File: src/rtl/sar_pkg.sv
package sar_pkg;
  typedef enum logic [1:0] {
    SEL_MID = 2'b00,
    SEL_IN  = 2'b01,
    SEL_HI  = 2'b10,
    SEL_LO  = 2'b11
  } plate_src_e;

  typedef enum logic [1:0] {
    ST_IDLE   = 2'b00,
    ST_SAMPLE = 2'b01,
    ST_CONV   = 2'b10
  } ctrl_state_e;
endpackage

File: src/rtl/sar_seq.sv
module sar_seq
  import sar_pkg::*;
#(
  parameter int NBITS = 8,
  localparam int IDXW = (NBITS > 1) ? $clog2(NBITS) : 1
) (
  input  logic            clk,
  input  logic            rst,
  input  logic            start,
  output ctrl_state_e     state,
  output logic            dec_en,
  output logic [IDXW-1:0] dec_idx,
  output logic            finish
);
  logic [IDXW-1:0] ptr_q;

  always_comb begin
    dec_en  = (state == ST_SAMPLE) || ((state == ST_CONV) && (ptr_q != '0));
    dec_idx = (state == ST_SAMPLE) ? IDXW'(NBITS - 1) : (ptr_q - 1'b1);
    finish  = (state == ST_CONV) && (ptr_q == '0);
  end

  always_ff @(posedge clk) begin
    if (rst) begin
      state <= ST_IDLE;
      ptr_q <= '0;
    end else begin
      case (state)
        ST_IDLE:   if (start) state <= ST_SAMPLE;
        ST_SAMPLE: begin
          state <= ST_CONV;
          ptr_q <= IDXW'(NBITS - 1);
        end
        ST_CONV: begin
          if (ptr_q != '0) ptr_q <= ptr_q - 1'b1;
          else             state <= ST_IDLE;
        end
        default:   state <= ST_IDLE;
      endcase
    end
  end
endmodule

File: src/rtl/sar_plate_bank.sv
module sar_plate_bank
  import sar_pkg::*;
#(
  parameter int NBITS = 8,
  localparam int IDXW = (NBITS > 1) ? $clog2(NBITS) : 1
) (
  input  logic               clk,
  input  logic               rst,
  input  logic               clear,
  input  logic               dec_en,
  input  logic [IDXW-1:0]    dec_idx,
  input  logic               comp,
  output logic [2*NBITS-1:0] plate_q,
  output logic [NBITS-1:0]   bits_q
);
  for (genvar i = 0; i < NBITS; i++) begin : g_cap
    always_ff @(posedge clk) begin
      if (rst || clear) begin
        plate_q[2*i +: 2] <= SEL_MID;
      end else if (dec_en && (dec_idx == IDXW'(i))) begin
        plate_q[2*i +: 2] <= comp ? SEL_HI : SEL_LO;
      end
    end

    always_ff @(posedge clk) begin
      if (rst) begin
        bits_q[i] <= 1'b0;
      end else if (dec_en && (dec_idx == IDXW'(i))) begin
        bits_q[i] <= comp;
      end
    end
  end
endmodule

File: src/rtl/sar_phase.sv
module sar_phase
  import sar_pkg::*;
#(
  parameter int NBITS = 8
) (
  input  logic               clk,
  input  logic               rst,
  input  logic               sampling,
  input  logic [2*NBITS-1:0] plate_q,
  output logic [2*NBITS-1:0] plate_sel,
  output logic               top_close
);
  logic inv_q;

  always_ff @(negedge clk) begin
    if (rst) inv_q <= 1'b0;
    else     inv_q <= sampling;
  end

  logic track;
  assign track = sampling && !inv_q;

  always_comb begin
    top_close = track;
    for (int i = 0; i < NBITS; i++) begin
      plate_sel[2*i +: 2] = track ? SEL_IN : plate_q[2*i +: 2];
    end
  end
endmodule

File: src/rtl/sar_conv_ctrl.sv
module sar_conv_ctrl
  import sar_pkg::*;
#(
  parameter int NBITS = 8,
  localparam int IDXW = (NBITS > 1) ? $clog2(NBITS) : 1
) (
  input  logic               clk,
  input  logic               rst,
  input  logic               start,
  input  logic               comp,
  output logic [2*NBITS-1:0] plate_sel,
  output logic               top_close,
  output logic [NBITS-1:0]   result,
  output logic               done
);
  ctrl_state_e        state;
  logic               dec_en;
  logic [IDXW-1:0]    dec_idx;
  logic               finish;
  logic [2*NBITS-1:0] plate_q;
  logic [NBITS-1:0]   bits_q;
  logic               idle;

  assign idle = (state == ST_IDLE);

  sar_seq #(.NBITS(NBITS)) u_seq (
    .clk(clk), .rst(rst), .start(start), .state(state),
    .dec_en(dec_en), .dec_idx(dec_idx), .finish(finish)
  );

  sar_plate_bank #(.NBITS(NBITS)) u_bank (
    .clk(clk), .rst(rst), .clear(finish), .dec_en(dec_en),
    .dec_idx(dec_idx), .comp(comp), .plate_q(plate_q), .bits_q(bits_q)
  );

  sar_phase #(.NBITS(NBITS)) u_phase (
    .clk(clk), .rst(rst), .sampling(state == ST_SAMPLE),
    .plate_q(plate_q), .plate_sel(plate_sel), .top_close(top_close)
  );

  always_ff @(posedge clk) begin
    if (rst) begin
      result <= '0;
      done   <= 1'b0;
    end else begin
      done <= finish;
      if (finish) result <= bits_q;
    end
  end
endmodule

File: config.mk
export PLATFORM = sky130hd
export DESIGN_NAME = sar_conv_ctrl
export DESIGN_NICKNAME = d
export VERILOG_FILES = /design/src/rtl/sar_pkg.sv /design/src/rtl/sar_seq.sv /design/src/rtl/sar_plate_bank.sv /design/src/rtl/sar_phase.sv /design/src/rtl/sar_conv_ctrl.sv
export SDC_FILE = /design/constraint.sdc
export NUM_CORES = 1
export LEC_CHECK = 0
export CAP_MARGIN = 20
export CORE_MARGIN = 10
export CORE_UTILIZATION = 55
export CTS_CLUSTER_DIAMETER = 30
export DETAILED_ROUTE_END_ITERATION = 7
export DONT_BUFFER_PORTS = 1
export GPL_TIMING_DRIVEN = 0
export PLACE_DENSITY_LB_ADDON = 0.12
export SETUP_SLACK_MARGIN = 0.5
export SYNTH_ARGS = -nofsm -noshare
export SYNTH_HDL_FRONTEND = slang
export SYNTH_SLANG_ARGS = --single-unit
File: constraint.sdc
create_clock -name clk -period 1.8 [get_ports clk]
set_input_delay 0.18 -clock clk [delete_from_list [all_inputs] [get_ports clk]]
set_output_delay 0.18 -clock clk [all_outputs]
set_load 0.1 [all_outputs]
# After elaboration in Yosys (flattened, before gate mapping)
# Cells that the tools add are included.
dict set report classes {
  n_addsub 1
  mul 0
  div 0
  magnitude_cmp 0
  n_eq_ne 12
  shifts 0
  mux 15
  bitwise 0
  n_reduce_logical 21
}
# op n
set ops {}
lappend ops {{$mux W2} 10}
lappend ops {{$eq A3 B3 Y1 const B} 4}
lappend ops {{$logic_and A1 B1 Y1} 11}
lappend ops {{$eq A3 B2 Y1 const B} 2}
lappend ops {{$logic_not A3 Y1} 2}
lappend ops {{$mux W3} 2}
lappend ops {{$ne A2 B2 Y1 const B} 3}
lappend ops {{$pmux W2 S3} 1}
lappend ops {{$pmux W3 S2} 1}
lappend ops {{$reduce_and A2 Y1} 2}
lappend ops {{$eq A3 B1 Y1 const B} 1}
lappend ops {{$reduce_bool A3 Y1} 1}
lappend ops {{$sub A3 B1 Y3 const B} 1}
lappend ops {{$eq A2 B1 Y1 const B} 1}
lappend ops {{$eq A2 B2 Y1 const B} 1}
lappend ops {{$logic_not A2 Y1} 1}
lappend ops {{$logic_or A1 B1 Y1} 2}
lappend ops {{$reduce_bool A2 Y1} 1}
lappend ops {{$logic_not A1 Y1} 1}
lappend ops {{$mux W1} 1}
dict set report totals {
  reg_bits 39
  latch_bits 0
  mem_bits_rw 0
  romBits 0
  elab_cells 70
  memories 0
}

# Longest topological paths before layout
# Gate-level depths: netlist (run 1).
dict set report depth {
  ltp_word 4
  ltp_mapped 7
}

# By module
# From an unflattened synthesis (run 1), not the netlist that was laid out.
dict set report unflattened {
  hier_cells 177
  hier_area_um2 1798.0
}
# mod n_inst cells_each area_each_um2 seq_area_each_um2
set modules_own_cells {}
lappend modules_own_cells {sar_plate_bank 1 88 982.2 480.5}
lappend modules_own_cells {sar_conv_ctrl 1 29 319.1 180.2}
lappend modules_own_cells {sar_seq 1 38 319.1 100.1}
lappend modules_own_cells {sar_phase 1 22 177.7 20.0}

==> impl_metrics.xml, run 1 <==
<?xml version="1.0" encoding="UTF-8"?>
<metrics>
  <group name="status">
    <metric name="result_of_the_run" unit="">finished with violations</metric>
    <metric name="failed_checks" unit="">negative setup slack</metric>
  </group>
  <group name="sta">
    <metric name="final_skew" unit="ns">0.0426</metric>
    <metric name="setup_ws" unit="ns">-0.803</metric>
    <metric name="slew_viol_final" unit="">0</metric>
    <metric name="grt_setup_unrepaired" unit="">true</metric>
    <metric name="final-hold-violation-count" unit="">0</metric>
    <metric name="final-setup-viol-count" unit="">20</metric>
    <metric name="fin_worst_hold_slack" unit="ns">0.189</metric>
    <metric name="worst_pin_slew" unit="ns">0.644</metric>
    <metric name="max-slew-margin-rel" unit="%">57.1</metric>
  </group>
  <group name="drt">
    <metric name="drt-total-wl" unit="µm">5330</metric>
    <metric name="post_drt_wl_per_cell" unit="µm">22.7</metric>
    <metric name="drt_pre_antenna_iters" unit="">4</metric>
    <metric name="route.vias.total" unit="">1407</metric>
    <metric name="drt.antenna.violating_nets" unit="">0</metric>
    <metric name="viasPerCell" unit="">5.99</metric>
    <metric name="drt_first_iter_violations" unit="">79</metric>
    <metric name="post-route-drc-count" unit="">0</metric>
  </group>
  <group name="cts">
    <metric name="ctsHtreeMaxLevel" unit="">2</metric>
    <metric name="clockRootBuffer" unit="">sky130_fd_sc_hd__clkbuf_4</metric>
    <metric name="cts_made_buffers" unit="">5</metric>
    <metric name="cts-root-to-sink-buffers" unit="">2</metric>
    <metric name="clkLatencyLatePin" unit="ns">0.39</metric>
    <metric name="tritoncts" unit="">built</metric>
    <metric name="cts.clk_slew.worst_paths" unit="ns">0.12</metric>
    <metric name="clock_sink_count" unit="">39</metric>
  </group>
  <group name="pwr">
    <metric name="combinationalPowerShare" unit="%">29.3</metric>
    <metric name="power_frac_clock" unit="%">25.4</metric>
    <metric name="net_sw_share" unit="%">34.6</metric>
    <metric name="power_per_cell_area" unit="nW/µm²">813</metric>
    <metric name="leakagePower" unit="nW">0.910</metric>
    <metric name="ir_worst_vdd" unit="mV">0.812</metric>
    <metric name="totalPowerFinal" unit="W">0.00201</metric>
    <metric name="switchingPower" unit="W">0.000695</metric>
    <metric name="relative_contribution_of_sequential_cells_to_total_power" unit="%">45.3</metric>
    <metric name="cellInternalPower" unit="W">0.00131</metric>
  </group>
  <group name="logic_synthesis">
    <metric name="synth_edf_count" unit="">0</metric>
    <metric name="yosys.cell_types.count" unit="">33</metric>
    <metric name="synth_largest_type_area_fraction" unit="%">48.7</metric>
    <metric name="ys.warnings.count" unit="">0</metric>
    <metric name="fraction_of_synthesis_flops_using_an_asynchronous_set_or_reset_pin" unit="%">0</metric>
    <metric name="syn_area" unit="µm²">1600</metric>
    <metric name="ffs_latches_synth" unit="">39</metric>
    <metric name="syn_nets" unit="">163</metric>
    <metric name="synthesized_netlist_cell_count" unit="">157</metric>
    <metric name="synthFlopType" unit="">sky130_fd_sc_hd__dfxtp_1</metric>
    <metric name="synth_seq_area_share" unit="%">48.7</metric>
    <metric name="biggest_area_consumer_among_synthesized_cells" unit="">sky130_fd_sc_hd__dfxtp_1</metric>
    <metric name="synth.top_cells.by_area" unit="">sky130_fd_sc_hd__dfxtp_1, sky130_fd_sc_hd__mux2i_1, sky130_fd_sc_hd__a22o_1, sky130_fd_sc_hd__nor2b_1, sky130_fd_sc_hd__o21a_1</metric>
    <metric name="average_instance_area_after_synthesis" unit="µm²">10.2</metric>
  </group>
  <group name="final_layout">
    <metric name="final_core_utilization" unit="%">88.8</metric>
    <metric name="syn_to_final_growth" unit="%">54.2</metric>
    <metric name="final_nets" unit="">209</metric>
    <metric name="final.fill_count" unit="">120</metric>
    <metric name="antenna_cells" unit="">0</metric>
    <metric name="final_layout_size_suffix_gt1_share" unit="%">56.4</metric>
  </group>
  <group name="setup_path">
    <metric name="critPathSlowestCell" unit="">sky130_fd_sc_hd__dfxtp_4</metric>
    <metric name="setup.worst_path.start_class" unit="">flop</metric>
    <metric name="worst_ep_arrival_time" unit="ns">2.42</metric>
    <metric name="timing.critical_path.max_delay_family" unit="">simple AND/OR/NAND/NOR gates</metric>
    <metric name="cp_data_required_time" unit="ns">1.62</metric>
    <metric name="setup.worst_path.class" unit="">flop to output pin</metric>
    <metric name="crit_chain" unit="">nor2_4 -&gt; clkbuf_16 -&gt; or2_4</metric>
    <metric name="crit_path_max_incr_delay" unit="ns">0.35</metric>
    <metric name="end_kind" unit="">output pin</metric>
    <metric name="critPathBufInv" unit="">1</metric>
    <metric name="worst_path_maximum_fanout" unit="">6</metric>
  </group>
  <group name="die">
    <metric name="chipHeight" unit="µm">74.0</metric>
    <metric name="core.rowCount" unit="">19</metric>
    <metric name="ioPinCount" unit="">30</metric>
    <metric name="die_area" unit="µm²">5470</metric>
    <metric name="fp.dieW" unit="µm">74.0</metric>
    <metric name="initial_utilization" unit="%">57.6</metric>
    <metric name="placeableCoreArea" unit="µm²">2780</metric>
  </group>
  <group name="grt">
    <metric name="first_global_vias" unit="">1485</metric>
    <metric name="grt_max_degree" unit="">14</metric>
    <metric name="globalRouteOverflowTotal" unit="">0</metric>
    <metric name="number_of_antenna_violations_at_the_first_check_in_global_routing" unit="">0</metric>
    <metric name="grt_first_pass_wirelength" unit="µm">7780</metric>
    <metric name="groute.usage.overall" unit="%">18.5</metric>
  </group>
  <group name="placed_design">
    <metric name="routabilityCongestion" unit="">0.781</metric>
    <metric name="dp_hpwl" unit="µm">2620</metric>
    <metric name="buffer_ports.inserted" unit="">0</metric>
    <metric name="place_worst_setup_slack" unit="ns">-0.558</metric>
  </group>
  <group name="min_path">
    <metric name="hp_class" unit="">input pin to flop</metric>
  </group>
  <group name="flow_run">
    <metric name="max_cap_violations" unit="">0</metric>
  </group>
</metrics>
==> cells by family after synthesis <==
family	share of synthesized area (%)
simple gates	19.7
flops	48.7
compound gates	17.2
mux	9.45
buf+inv	3.43
fa+ha+maj	1.56
==> what timing repair did <==
action / 4_1_cts / 5_1_grt
hold buffers: 1 / 0
cloned: 5 / 0
hold endpoints to repair: 1 / 0
pin swaps: 13 / 10
endpoints found under the setup margin: 59 / 54
gates resized for setup: 56 / 17
buffers inserted: 22 / 11
==> Yosys cell counts, types with 2 or more instances <==
| cell type | number |
|---|---|
| sky130_fd_sc_hd__a21boi_2 | 2 |
| sky130_fd_sc_hd__inv_1 | 4 |
| sky130_fd_sc_hd__a21oi_1 | 6 |
| sky130_fd_sc_hd__a22o_1 | 9 |
| sky130_fd_sc_hd__a211oi_2 | 2 |
| sky130_fd_sc_hd__mux2i_1 | 14 |
| sky130_fd_sc_hd__a221oi_1 | 3 |
| sky130_fd_sc_hd__ha_1 | 2 |
| sky130_fd_sc_hd__or2_1 | 5 |
| sky130_fd_sc_hd__nand2_1 | 8 |
| sky130_fd_sc_hd__nor2b_1 | 9 |
| sky130_fd_sc_hd__nand2b_1 | 6 |
| sky130_fd_sc_hd__clkbuf_1 | 8 |
| sky130_fd_sc_hd__buf_2 | 2 |
| sky130_fd_sc_hd__or2_2 | 3 |
| sky130_fd_sc_hd__o21a_1 | 7 |
| sky130_fd_sc_hd__nor2_1 | 13 |
| sky130_fd_sc_hd__dfxtp_1 | 39 |
==> power by group through the flow <==
stage / clock network [W] / registers, W / logic [W]
2_1_floorplan: 0.00000695 / 0.000922 / 0.000353
3_3_place_gp: 0.00000695 / 0.000925 / 0.000385
3_5_place_dp: 0.00000695 / 0.000926 / 0.000395
4_1_cts: 0.000514 / 0.000905 / 0.000518
5_1_grt: 0.000548 / 0.000911 / 0.000611
6_report: 0.000511 / 0.000909 / 0.000589
==> metal layers <==
layer  GRT usage [%]  wire length, µm  vias to the layer above
li1                -                -                      640
met5               0                0                        -
met2            27.6             2640                       58
met3            8.51              421                        8
met1            21.7             2200                      701
met4            9.73               74                        0
==> stage by stage <==
stage / instance area (µm²) / setup TNS, ns / cells
6_report: 2470 / -12.79 / 235
3_3_place_gp: 1830 / -8.98 / 188
4_1_cts: 2330 / -12.60 / 224
5_1_grt: 2470 / -13.81 / 235
2_1_floorplan: 1790 / -7.44 / 157
3_5_place_dp: 1830 / -9.33 / 188
==> worst reg2reg max path, stage by stage, from the launching register on <==
cell	delay [ns]
sky130_fd_sc_hd__dfxtp_2	0.36
sky130_fd_sc_hd__inv_4	0.05
sky130_fd_sc_hd__ha_4	0.17
sky130_fd_sc_hd__or3_4	0.40
sky130_fd_sc_hd__a2111oi_4	0.42
sky130_fd_sc_hd__mux2i_1	0.32
sky130_fd_sc_hd__nor2_1	0.10
==> path summary, 6_finish.rpt <==
check	slack [ns]	cells after the start	end	start
worst max-delay path	-0.80	3	plate_sel[8]	u_phase.inv_q$_SDFF_NP0_
worst min-delay path	0.19	3	u_bank.plate_q[4]$_SDFFE_PP0P_	comp
worst max register to register	-0.16	6	u_bank.bits_q[3]$_SDFFE_PP0P_	u_seq.ptr_q[1]$_SDFFE_PP0P_
worst min register to register	0.48	1	u_bank.plate_q[3]$_SDFFE_PP0P_	u_bank.plate_q[3]$_SDFFE_PP0P_
==> sequential cells by signal (all words and copies together), names as in the netlist <==
| signal | flops |
|---|---|
| done | 1 |
| result | 8 |
| u_bank.bits_q | 8 |
| u_bank.plate_q | 16 |
| u_phase.inv_q | 1 |
| u_seq.ptr_q | 3 |
| u_seq.state | 2 |
==> area by class of cell <==
class | instances | area [µm²] | share of cell area (%)
Clock inverter | 3 | 20.0 | 0.810
Inverter | 3 | 18.8 | 0.759
Clock buffer | 6 | 51.3 | 2.08
Sequential cell | 39 | 807 | 32.7
Buffer | 10 | 114 | 4.61
Tap cell | 31 | 38.8 | 1.57
Multi-Input combinational cell | 105 | 1050 | 42.5
Timing Repair Buffer | 38 | 370 | 15.0
==> cells in the final DEF (no fill, tap or decap), drive strengths merged <==
master / n
clkinvlp: 1
or3: 2
a221oi: 3
ha: 2
nand2: 8
dlygate4sd3: 1
buf: 41
a2111oi: 1
and4bb: 1
nor3: 1
inv: 4
dfxtp: 39
or2: 8
clkbuf: 12
nor4: 1
mux2i: 14
nor2: 14
or3b: 1
nor2b: 9
a211oi: 3
nor3b: 1
a21boi: 2
a21oi: 6
clkinv: 1
nand4b: 1
o21a: 7
nand3b: 1
nand2b: 6
o21ai: 1
a22o: 9
nor4b: 1
nor4bb: 1
mux2: 1
Power figures use the tool's default switching activity.
==> inputs of run 2 (changes only) <==
==> constraint.sdc (replaced) <==
create_clock -name clk -period 1.8 [get_ports clk]
set_input_delay 0.36 -clock clk [delete_from_list [all_inputs] [get_ports clk]]
set_output_delay 0.36 -clock clk [all_outputs]
set_load 0.1 [all_outputs]
==> run 2 against run 1 <==
Effect of this change: the run still ends with negative setup slack left; cell count fell by 3.0%; die area did not move; combinational power fell by 3.4%; count of clock-buffer cells in the layout rose by 1; worst hold slack got worse by 0.021 ns; global-route usage fell by 1.5 points; setup slack got worse by 0.22 ns; core utilization fell by 2.2 points; clock skew rose by 0.0092 ns; flip-flop and latch count did not move; critical path type unchanged.
==> impl_metrics.xml, run 2 (synthesis gave the netlist of run 1 again) <==
<?xml version="1.0" encoding="UTF-8"?>
<metrics>
  <group name="cts">
    <metric name="cts.clk_slew.worst_paths" unit="ns">0.12</metric>
    <metric name="cts_made_buffers" unit="">5</metric>
    <metric name="clockRootBuffer" unit="">sky130_fd_sc_hd__clkbuf_4</metric>
    <metric name="clkLatencyLatePin" unit="ns">0.39</metric>
    <metric name="cts-root-to-sink-buffers" unit="">2</metric>
    <metric name="ctsHtreeMaxLevel" unit="">2</metric>
    <metric name="tritoncts" unit="">built</metric>
    <metric name="clock_sink_count" unit="">39</metric>
  </group>
  <group name="sta">
    <metric name="final-hold-violation-count" unit="">0</metric>
    <metric name="final-setup-viol-count" unit="">23</metric>
    <metric name="setup_ws" unit="ns">-1.02</metric>
    <metric name="fin_worst_hold_slack" unit="ns">0.168</metric>
    <metric name="slew_viol_final" unit="">0</metric>
    <metric name="final_skew" unit="ns">0.0519</metric>
    <metric name="grt_setup_unrepaired" unit="">true</metric>
    <metric name="setup_total_negative_slack" unit="ns">-16.09</metric>
    <metric name="max-slew-margin-rel" unit="%">57.5</metric>
    <metric name="worst_pin_slew" unit="ns">0.636</metric>
  </group>
  <group name="grt">
    <metric name="grt_first_pass_wirelength" unit="µm">7250</metric>
    <metric name="grt.busiest_layer" unit="">met2</metric>
    <metric name="gr-usage-met3" unit="%">4.65</metric>
    <metric name="first_global_vias" unit="">1398</metric>
    <metric name="grt_use_met2" unit="%">29.0</metric>
    <metric name="number_of_antenna_violations_at_the_first_check_in_global_routing" unit="">0</metric>
    <metric name="groute.usage.overall" unit="%">16.9</metric>
    <metric name="grt_max_degree" unit="">12</metric>
    <metric name="globalRouteOverflowTotal" unit="">0</metric>
    <metric name="global_route.usage.met1" unit="%">20.3</metric>
  </group>
  <group name="status">
    <metric name="result_of_the_run" unit="">finished with violations</metric>
    <metric name="failed_checks" unit="">negative setup slack</metric>
  </group>
  <group name="drt">
    <metric name="post_drt_wl_per_cell" unit="µm">20.5</metric>
    <metric name="route.vias.total" unit="">1304</metric>
    <metric name="drt.antenna.violating_nets" unit="">0</metric>
    <metric name="post-route-drc-count" unit="">0</metric>
    <metric name="viasPerCell" unit="">5.72</metric>
    <metric name="drt-total-wl" unit="µm">4680</metric>
    <metric name="drt_pre_antenna_iters" unit="">4</metric>
    <metric name="drt_first_iter_violations" unit="">86</metric>
  </group>
  <group name="pwr">
    <metric name="power_frac_clock" unit="%">22.9</metric>
    <metric name="cellInternalPower" unit="W">0.00126</metric>
    <metric name="totalPowerFinal" unit="W">0.00190</metric>
    <metric name="net_sw_share" unit="%">33.9</metric>
    <metric name="relative_contribution_of_sequential_cells_to_total_power" unit="%">47.1</metric>
    <metric name="switchingPower" unit="W">0.000643</metric>
    <metric name="power_per_cell_area" unit="nW/µm²">788</metric>
    <metric name="ir_worst_vdd" unit="mV">0.704</metric>
    <metric name="leakagePower" unit="nW">0.878</metric>
    <metric name="combinationalPowerShare" unit="%">29.9</metric>
  </group>
  <group name="setup_path">
    <metric name="cp_data_required_time" unit="ns">1.44</metric>
    <metric name="setup.worst_path.class" unit="">flop to output pin</metric>
    <metric name="end_kind" unit="">output pin</metric>
    <metric name="worst_r2r_path_depth" unit="">7</metric>
    <metric name="worst_ep_arrival_time" unit="ns">2.46</metric>
    <metric name="worst_path_maximum_fanout" unit="">6</metric>
    <metric name="setup.worst_path.start_class" unit="">flop</metric>
  </group>
  <group name="die">
    <metric name="die_area" unit="µm²">5470</metric>
    <metric name="chipHeight" unit="µm">74.0</metric>
    <metric name="fp.dieW" unit="µm">74.0</metric>
    <metric name="core.rowCount" unit="">19</metric>
    <metric name="placeableCoreArea" unit="µm²">2780</metric>
    <metric name="ioPinCount" unit="">30</metric>
    <metric name="initial_utilization" unit="%">57.6</metric>
  </group>
  <group name="placed_design">
    <metric name="buffer_ports.inserted" unit="">0</metric>
    <metric name="dp_hpwl" unit="µm">2630</metric>
    <metric name="routabilityCongestion" unit="">0.900</metric>
  </group>
  <group name="min_path">
    <metric name="hp_class" unit="">input pin to flop</metric>
    <metric name="hold_depth" unit="">1</metric>
  </group>
  <group name="flow_run">
    <metric name="max_cap_violations" unit="">0</metric>
  </group>
  <group name="final_layout">
    <metric name="final_nets" unit="">202</metric>
    <metric name="largest_register_ff_count" unit="">16</metric>
    <metric name="largestRegisters" unit="">u_bank.plate_q x16, result x8, u_bank.bits_q x8</metric>
    <metric name="layout_commonest_cell" unit="">sky130_fd_sc_hd__dfxtp_1</metric>
    <metric name="final_layout_size_suffix_gt1_share" unit="%">51.8</metric>
    <metric name="syn_to_final_growth" unit="%">50.4</metric>
    <metric name="largest_register" unit="">u_bank.plate_q</metric>
    <metric name="layout.cells.most_common_list" unit="">sky130_fd_sc_hd__dfxtp_1, sky130_fd_sc_hd__buf_6, sky130_fd_sc_hd__mux2i_1</metric>
    <metric name="antenna_cells" unit="">0</metric>
  </group>
</metrics>
## run 2: final timing paths
kind	start	end	slack, ns
setup reg to reg	u_seq.ptr_q[0]$_SDFFE_PP0P_	u_bank.bits_q[2]$_SDFFE_PP0P_	-0.03
setup / recovery	u_phase.inv_q$_SDFF_NP0_	plate_sel[9]	-1.02
hold reg to reg	u_bank.bits_q[1]$_SDFFE_PP0P_	result[1]$_SDFFE_PP0P_	0.47
hold / removal	start	u_seq.state[0]$_SDFFE_PP0P_	0.17
## run 2: area by class of cell
cell class	instances	area, µm²
fillers	130	370
multi-input cells	104	1020
plain buffers	10	123
flip-flops and latches	39	822
repair buffers	32	330
well taps	31	38.8
clock buffers	7	45.0
inverters	3	18.8
clock inverters	2	8.76
## run 2: critical path, stage by stage (launching register included)
cell,delay (ns)
sky130_fd_sc_hd__dfxtp_2,0.33
sky130_fd_sc_hd__nor2_4,0.06
sky130_fd_sc_hd__buf_6,0.15
sky130_fd_sc_hd__buf_6,0.11
sky130_fd_sc_hd__nor2b_4,0.51
## run 2: through the flow
stage	setup WS, ns	utilization [%]	instances	area (µm²)
after floorplan	-0.671	-	157	1800
after global placement	-0.737	66.2	188	1840
after detailed placement	-0.747	66.2	188	1840
after CTS	-1.00	83.4	223	2320
after global routing	-1.08	86.7	228	2410
final	-1.02	86.7	228	2410
## run 2: power by group through the flow
stage                     sequential, W   clock [W]  combinational, W
after floorplan                0.000922  0.00000695          0.000356
after global placement         0.000925  0.00000695          0.000388
after detailed placement       0.000926  0.00000695          0.000397
after CTS                      0.000892    0.000429          0.000528
after global routing           0.000897    0.000471          0.000591
final                          0.000895    0.000435          0.000569
## run 2: repair_timing
action | 4_1_cts | 5_1_grt
pin swaps | 13 | 16
hold buffers | 0 | 0
hold endpoints to repair | 0 | 0
cloned | 4 | 0
setup endpoints to repair | 59 | 53
resized for setup | 62 | 13
setup buffers | 23 | 5
## run 2: metal layers
layer | routed length [µm] | share of wire [%]
met5 | 0 | 0
met4 | 37 | 0.79
met3 | 271 | 5.8
met2 | 2340 | 50
met1 | 2030 | 43
==> inputs of run 3 (changes only) <==
--- a/config.mk
+++ b/config.mk
@@ -5,6 +5,8 @@
 export SDC_FILE = /design/constraint.sdc
 export NUM_CORES = 1
 export LEC_CHECK = 0
+export ABC_AREA = 1
+export ABC_CLOCK_PERIOD_IN_PS = 1800
 export CAP_MARGIN = 20
 export CORE_MARGIN = 10
 export CORE_UTILIZATION = 55
==> run 3 against run 2 <==
Effect of this change: the run still ends with negative setup slack left; cell count rose by 18%; combinational power shrank 6.9%; count of clock-buffer cells in the layout fell by 2; wire length decreased by 2.6%; clock power is 70% higher; register-to-register slack gained 0.17 ns; first-iteration DRC count is 50% higher; core utilization down 1.2 points; critical endpoint is now plate_sel[15].
==> impl_metrics.xml, run 3 <==
<?xml version="1.0" encoding="UTF-8"?>
<metrics>
  <group name="logic_synthesis">
    <metric name="synth_fa_ha_area_share" unit="%">1.57</metric>
    <metric name="post_synth_and_or_nand_nor_area_fraction" unit="%">30.5</metric>
    <metric name="synth_seq_area_share" unit="%">49.1</metric>
    <metric name="synth_edf_count" unit="">0</metric>
    <metric name="synth_compound_gate_area_share" unit="%">9.91</metric>
    <metric name="synth.top_cells.by_area" unit="">sky130_fd_sc_hd__dfxtp_1, sky130_fd_sc_hd__nand2_1, sky130_fd_sc_hd__a21oi_1, sky130_fd_sc_hd__inv_1, sky130_fd_sc_hd__nor2_4</metric>
    <metric name="post-synth-top-count-cell" unit="">sky130_fd_sc_hd__nand2_1</metric>
    <metric name="ys_top_cells_by_count" unit="">sky130_fd_sc_hd__nand2_1, sky130_fd_sc_hd__dfxtp_1, sky130_fd_sc_hd__inv_1, sky130_fd_sc_hd__a21oi_1, sky130_fd_sc_hd__nor2_1</metric>
    <metric name="ys.warnings.count" unit="">0</metric>
    <metric name="synthesized_netlist_cell_count" unit="">210</metric>
    <metric name="fraction_of_synthesis_flops_using_an_asynchronous_set_or_reset_pin" unit="%">0</metric>
    <metric name="ffs_latches_synth" unit="">39</metric>
    <metric name="synth_largest_type_area_fraction" unit="%">49.1</metric>
    <metric name="biggest_area_consumer_among_synthesized_cells" unit="">sky130_fd_sc_hd__dfxtp_1</metric>
    <metric name="yosys.area_share.xor_xnor" unit="%">0</metric>
    <metric name="yosys.cell_types.count" unit="">22</metric>
    <metric name="synthFlopType" unit="">sky130_fd_sc_hd__dfxtp_1</metric>
    <metric name="average_instance_area_after_synthesis" unit="µm²">7.57</metric>
    <metric name="syn_area" unit="µm²">1590</metric>
    <metric name="synthMuxAreaShare" unit="%">0</metric>
    <metric name="main_combinational_cell_family_by_area_after_synthesis" unit="">simple AND/OR/NAND/NOR gates</metric>
    <metric name="syn_nets" unit="">216</metric>
  </group>
  <group name="final_layout">
    <metric name="antenna_cells" unit="">0</metric>
    <metric name="final_layout_size_suffix_gt1_share" unit="%">56.5</metric>
    <metric name="layout_commonest_cell" unit="">sky130_fd_sc_hd__nand2_1</metric>
    <metric name="syn_to_final_growth" unit="%">48.3</metric>
    <metric name="largest_register_ff_count" unit="">16</metric>
    <metric name="largest_register" unit="">u_bank.plate_q</metric>
    <metric name="layout.cells.most_common_list" unit="">sky130_fd_sc_hd__nand2_1, sky130_fd_sc_hd__dfxtp_1, sky130_fd_sc_hd__nand2_2</metric>
    <metric name="final_nets" unit="">242</metric>
    <metric name="largestRegisters" unit="">u_bank.plate_q x16, result x8, u_bank.bits_q x8</metric>
    <metric name="final_area" unit="µm²">2360</metric>
  </group>
  <group name="setup_path">
    <metric name="critPathBufInv" unit="">2</metric>
    <metric name="critPathCapture" unit="">plate_sel[15]</metric>
    <metric name="crit-reg2reg-launch" unit="">u_seq.state[1]$_SDFFE_PP0P_</metric>
    <metric name="setup.worst_path.class" unit="">flop to output pin</metric>
    <metric name="crit_chain" unit="">nor2_4 -&gt; clkinv_4 -&gt; nand2_4 -&gt; clkinvlp_4</metric>
    <metric name="worst-r2r-setup-slack" unit="ns">0.14</metric>
    <metric name="critical_path_cell_count" unit="">4</metric>
    <metric name="crit_path_start" unit="">u_phase.inv_q$_SDFF_NP0_</metric>
    <metric name="setup.worst_path.start_class" unit="">flop</metric>
    <metric name="cp_data_required_time" unit="ns">1.44</metric>
    <metric name="critPathSlowestCell" unit="">sky130_fd_sc_hd__nor2_4</metric>
    <metric name="end_kind" unit="">output pin</metric>
    <metric name="crit_path_max_incr_delay" unit="ns">0.65</metric>
    <metric name="timing.critical_path.max_delay_family" unit="">simple AND/OR/NAND/NOR gates</metric>
    <metric name="worstReg2RegEnd" unit="">u_phase.inv_q$_SDFF_NP0_</metric>
    <metric name="worst_path_maximum_fanout" unit="">7</metric>
    <metric name="worst_ep_arrival_time" unit="ns">3.05</metric>
    <metric name="worst_r2r_path_depth" unit="">4</metric>
  </group>
  <group name="die">
    <metric name="core.rowCount" unit="">19</metric>
    <metric name="ioPinCount" unit="">30</metric>
    <metric name="fp.dieW" unit="µm">73.8</metric>
    <metric name="initial_utilization" unit="%">57.7</metric>
    <metric name="placeableCoreArea" unit="µm²">2760</metric>
    <metric name="chipHeight" unit="µm">73.8</metric>
    <metric name="die_area" unit="µm²">5440</metric>
  </group>
  <group name="status">
    <metric name="failed_checks" unit="">negative setup slack</metric>
    <metric name="result_of_the_run" unit="">finished with violations</metric>
  </group>
  <group name="sta">
    <metric name="worst_pin_slew" unit="ns">0.863</metric>
    <metric name="setup_ws" unit="ns">-1.61</metric>
    <metric name="slew_viol_final" unit="">0</metric>
    <metric name="final_skew" unit="ns">0.0483</metric>
    <metric name="final-hold-violation-count" unit="">0</metric>
    <metric name="final-setup-viol-count" unit="">17</metric>
    <metric name="grt_setup_unrepaired" unit="">true</metric>
    <metric name="setup_total_negative_slack" unit="ns">-22.96</metric>
    <metric name="max-slew-margin-rel" unit="%">42.3</metric>
  </group>
  <group name="cts">
    <metric name="clkLatencyLatePin" unit="ns">0.40</metric>
    <metric name="cts_made_buffers" unit="">5</metric>
    <metric name="cts-root-to-sink-buffers" unit="">2</metric>
    <metric name="clockRootBuffer" unit="">sky130_fd_sc_hd__clkbuf_4</metric>
    <metric name="clock_sink_count" unit="">39</metric>
    <metric name="ctsHtreeMaxLevel" unit="">2</metric>
    <metric name="tritoncts" unit="">built</metric>
    <metric name="cts.clk_slew.worst_paths" unit="ns">0.11</metric>
  </group>
  <group name="grt">
    <metric name="first_global_vias" unit="">1435</metric>
    <metric name="globalRouteOverflowTotal" unit="">0</metric>
    <metric name="grt_max_degree" unit="">14</metric>
    <metric name="grt_first_pass_wirelength" unit="µm">6310</metric>
    <metric name="number_of_antenna_violations_at_the_first_check_in_global_routing" unit="">0</metric>
    <metric name="groute.usage.overall" unit="%">14.7</metric>
  </group>
  <group name="drt">
    <metric name="viasPerCell" unit="">5.48</metric>
    <metric name="route.vias.total" unit="">1468</metric>
    <metric name="drt_first_iter_violations" unit="">129</metric>
    <metric name="post-route-drc-count" unit="">0</metric>
    <metric name="drt-total-wl" unit="µm">4560</metric>
    <metric name="drt_pre_antenna_iters" unit="">5</metric>
    <metric name="post_drt_wl_per_cell" unit="µm">17.0</metric>
    <metric name="drt.antenna.violating_nets" unit="">0</metric>
  </group>
  <group name="placed_design">
    <metric name="dp_hpwl" unit="µm">2510</metric>
    <metric name="dpl_cell_area" unit="µm²">1670</metric>
    <metric name="routabilityCongestion" unit="">0.824</metric>
    <metric name="buffer_ports.inserted" unit="">0</metric>
    <metric name="place_worst_setup_slack" unit="ns">-1.16</metric>
  </group>
  <group name="min_path">
    <metric name="hp_class" unit="">input pin to flop</metric>
  </group>
  <group name="pwr">
    <metric name="power_per_cell_area" unit="nW/µm²">916</metric>
    <metric name="ir_worst_vdd" unit="mV">0.854</metric>
    <metric name="leakagePower" unit="nW">0.957</metric>
  </group>
  <group name="flow_run">
    <metric name="max_cap_violations" unit="">0</metric>
  </group>
</metrics>
-- run 3: cell families (layout without fill, tap and decap cells) --
kind of cell	Yosys count	in the layout
buffers and inverters	34	59
adder cells (fa/ha/maj)	2	2
AND/OR/NAND/NOR	104	106
flip-flops	39	39
AO/OA/AOI/OAI	31	31
-- run 3: worst min path at each step --
stage	start	endpoint	slack (ns)	cells past startpoint
after global placement	u_bank.bits_q[7]$_SDFFE_PP0P_	result[7]$_SDFFE_PP0P_	0.44	2
after global routing	start	u_seq.state[0]$_SDFFE_PP0P_	0.11	2
final	start	u_seq.state[0]$_SDFFE_PP0P_	0.12	2
after floorplan	u_bank.bits_q[1]$_SDFFE_PP0P_	result[1]$_SDFFE_PP0P_	0.43	2
after CTS	start	u_seq.state[0]$_SDFFE_PP0P_	0.10	2
after detailed placement	u_bank.plate_q[5]$_SDFFE_PP0P_	u_bank.plate_q[5]$_SDFFE_PP0P_	0.45	2
-- run 3: report_power, final --
part / switching, W / internal, W / total (W) / leakage (nW)
Combinational: 0.000371 / 0.000159 / 0.000530 / 0.575
Clock: 0.000304 / 0.000435 / 0.000738 / 0.0567
Sequential: 0.0000216 / 0.000871 / 0.000892 / 0.325
-- run 3: through the flow --
step | std cells | hold slack, ns | power, W | utilization (%)
finish | 268 | 0.116 | 0.00216 | 85.5
global route | 268 | 0.109 | 0.00223 | 85.5
CTS | 259 | 0.105 | 0.00204 | 73.5
detailed placement | 241 | 0.446 | 0.00126 | 60.5
global placement | 241 | 0.439 | 0.00125 | 60.5
floorplan | 210 | 0.426 | 0.00122 | -
-- run 3: layout make-up --
cell class	instances	area (µm²)
plain buffers	4	48.8
clock buffers	5	37.5
clock inverters	4	71.3
fillers	133	399
inverters	29	140
multi-input cells	139	1010
flip-flops and latches	39	823
well taps	31	38.8
repair buffers	16	179
repair inverters	1	6.26
-- run 3: routing by layer --
metal / global-route usage [%] / vias up / share of wire [%]
met5: 0 / - / 0
met4: 6.00 / 0 / 3.2
met3: 5.25 / 11 / 6.8
met2: 26.5 / 45 / 52
met1: 15.0 / 702 / 38
li1: - / 710 / -
-- run 3: what timing repair did --
action / CTS / global route
endpoints found under the setup margin: 56 / 57
pin swaps: 20 / 28
hold buffers: 0 / 0
cloned: 4 / 1
setup buffers: 6 / 8
gates resized for setup: 59 / 73
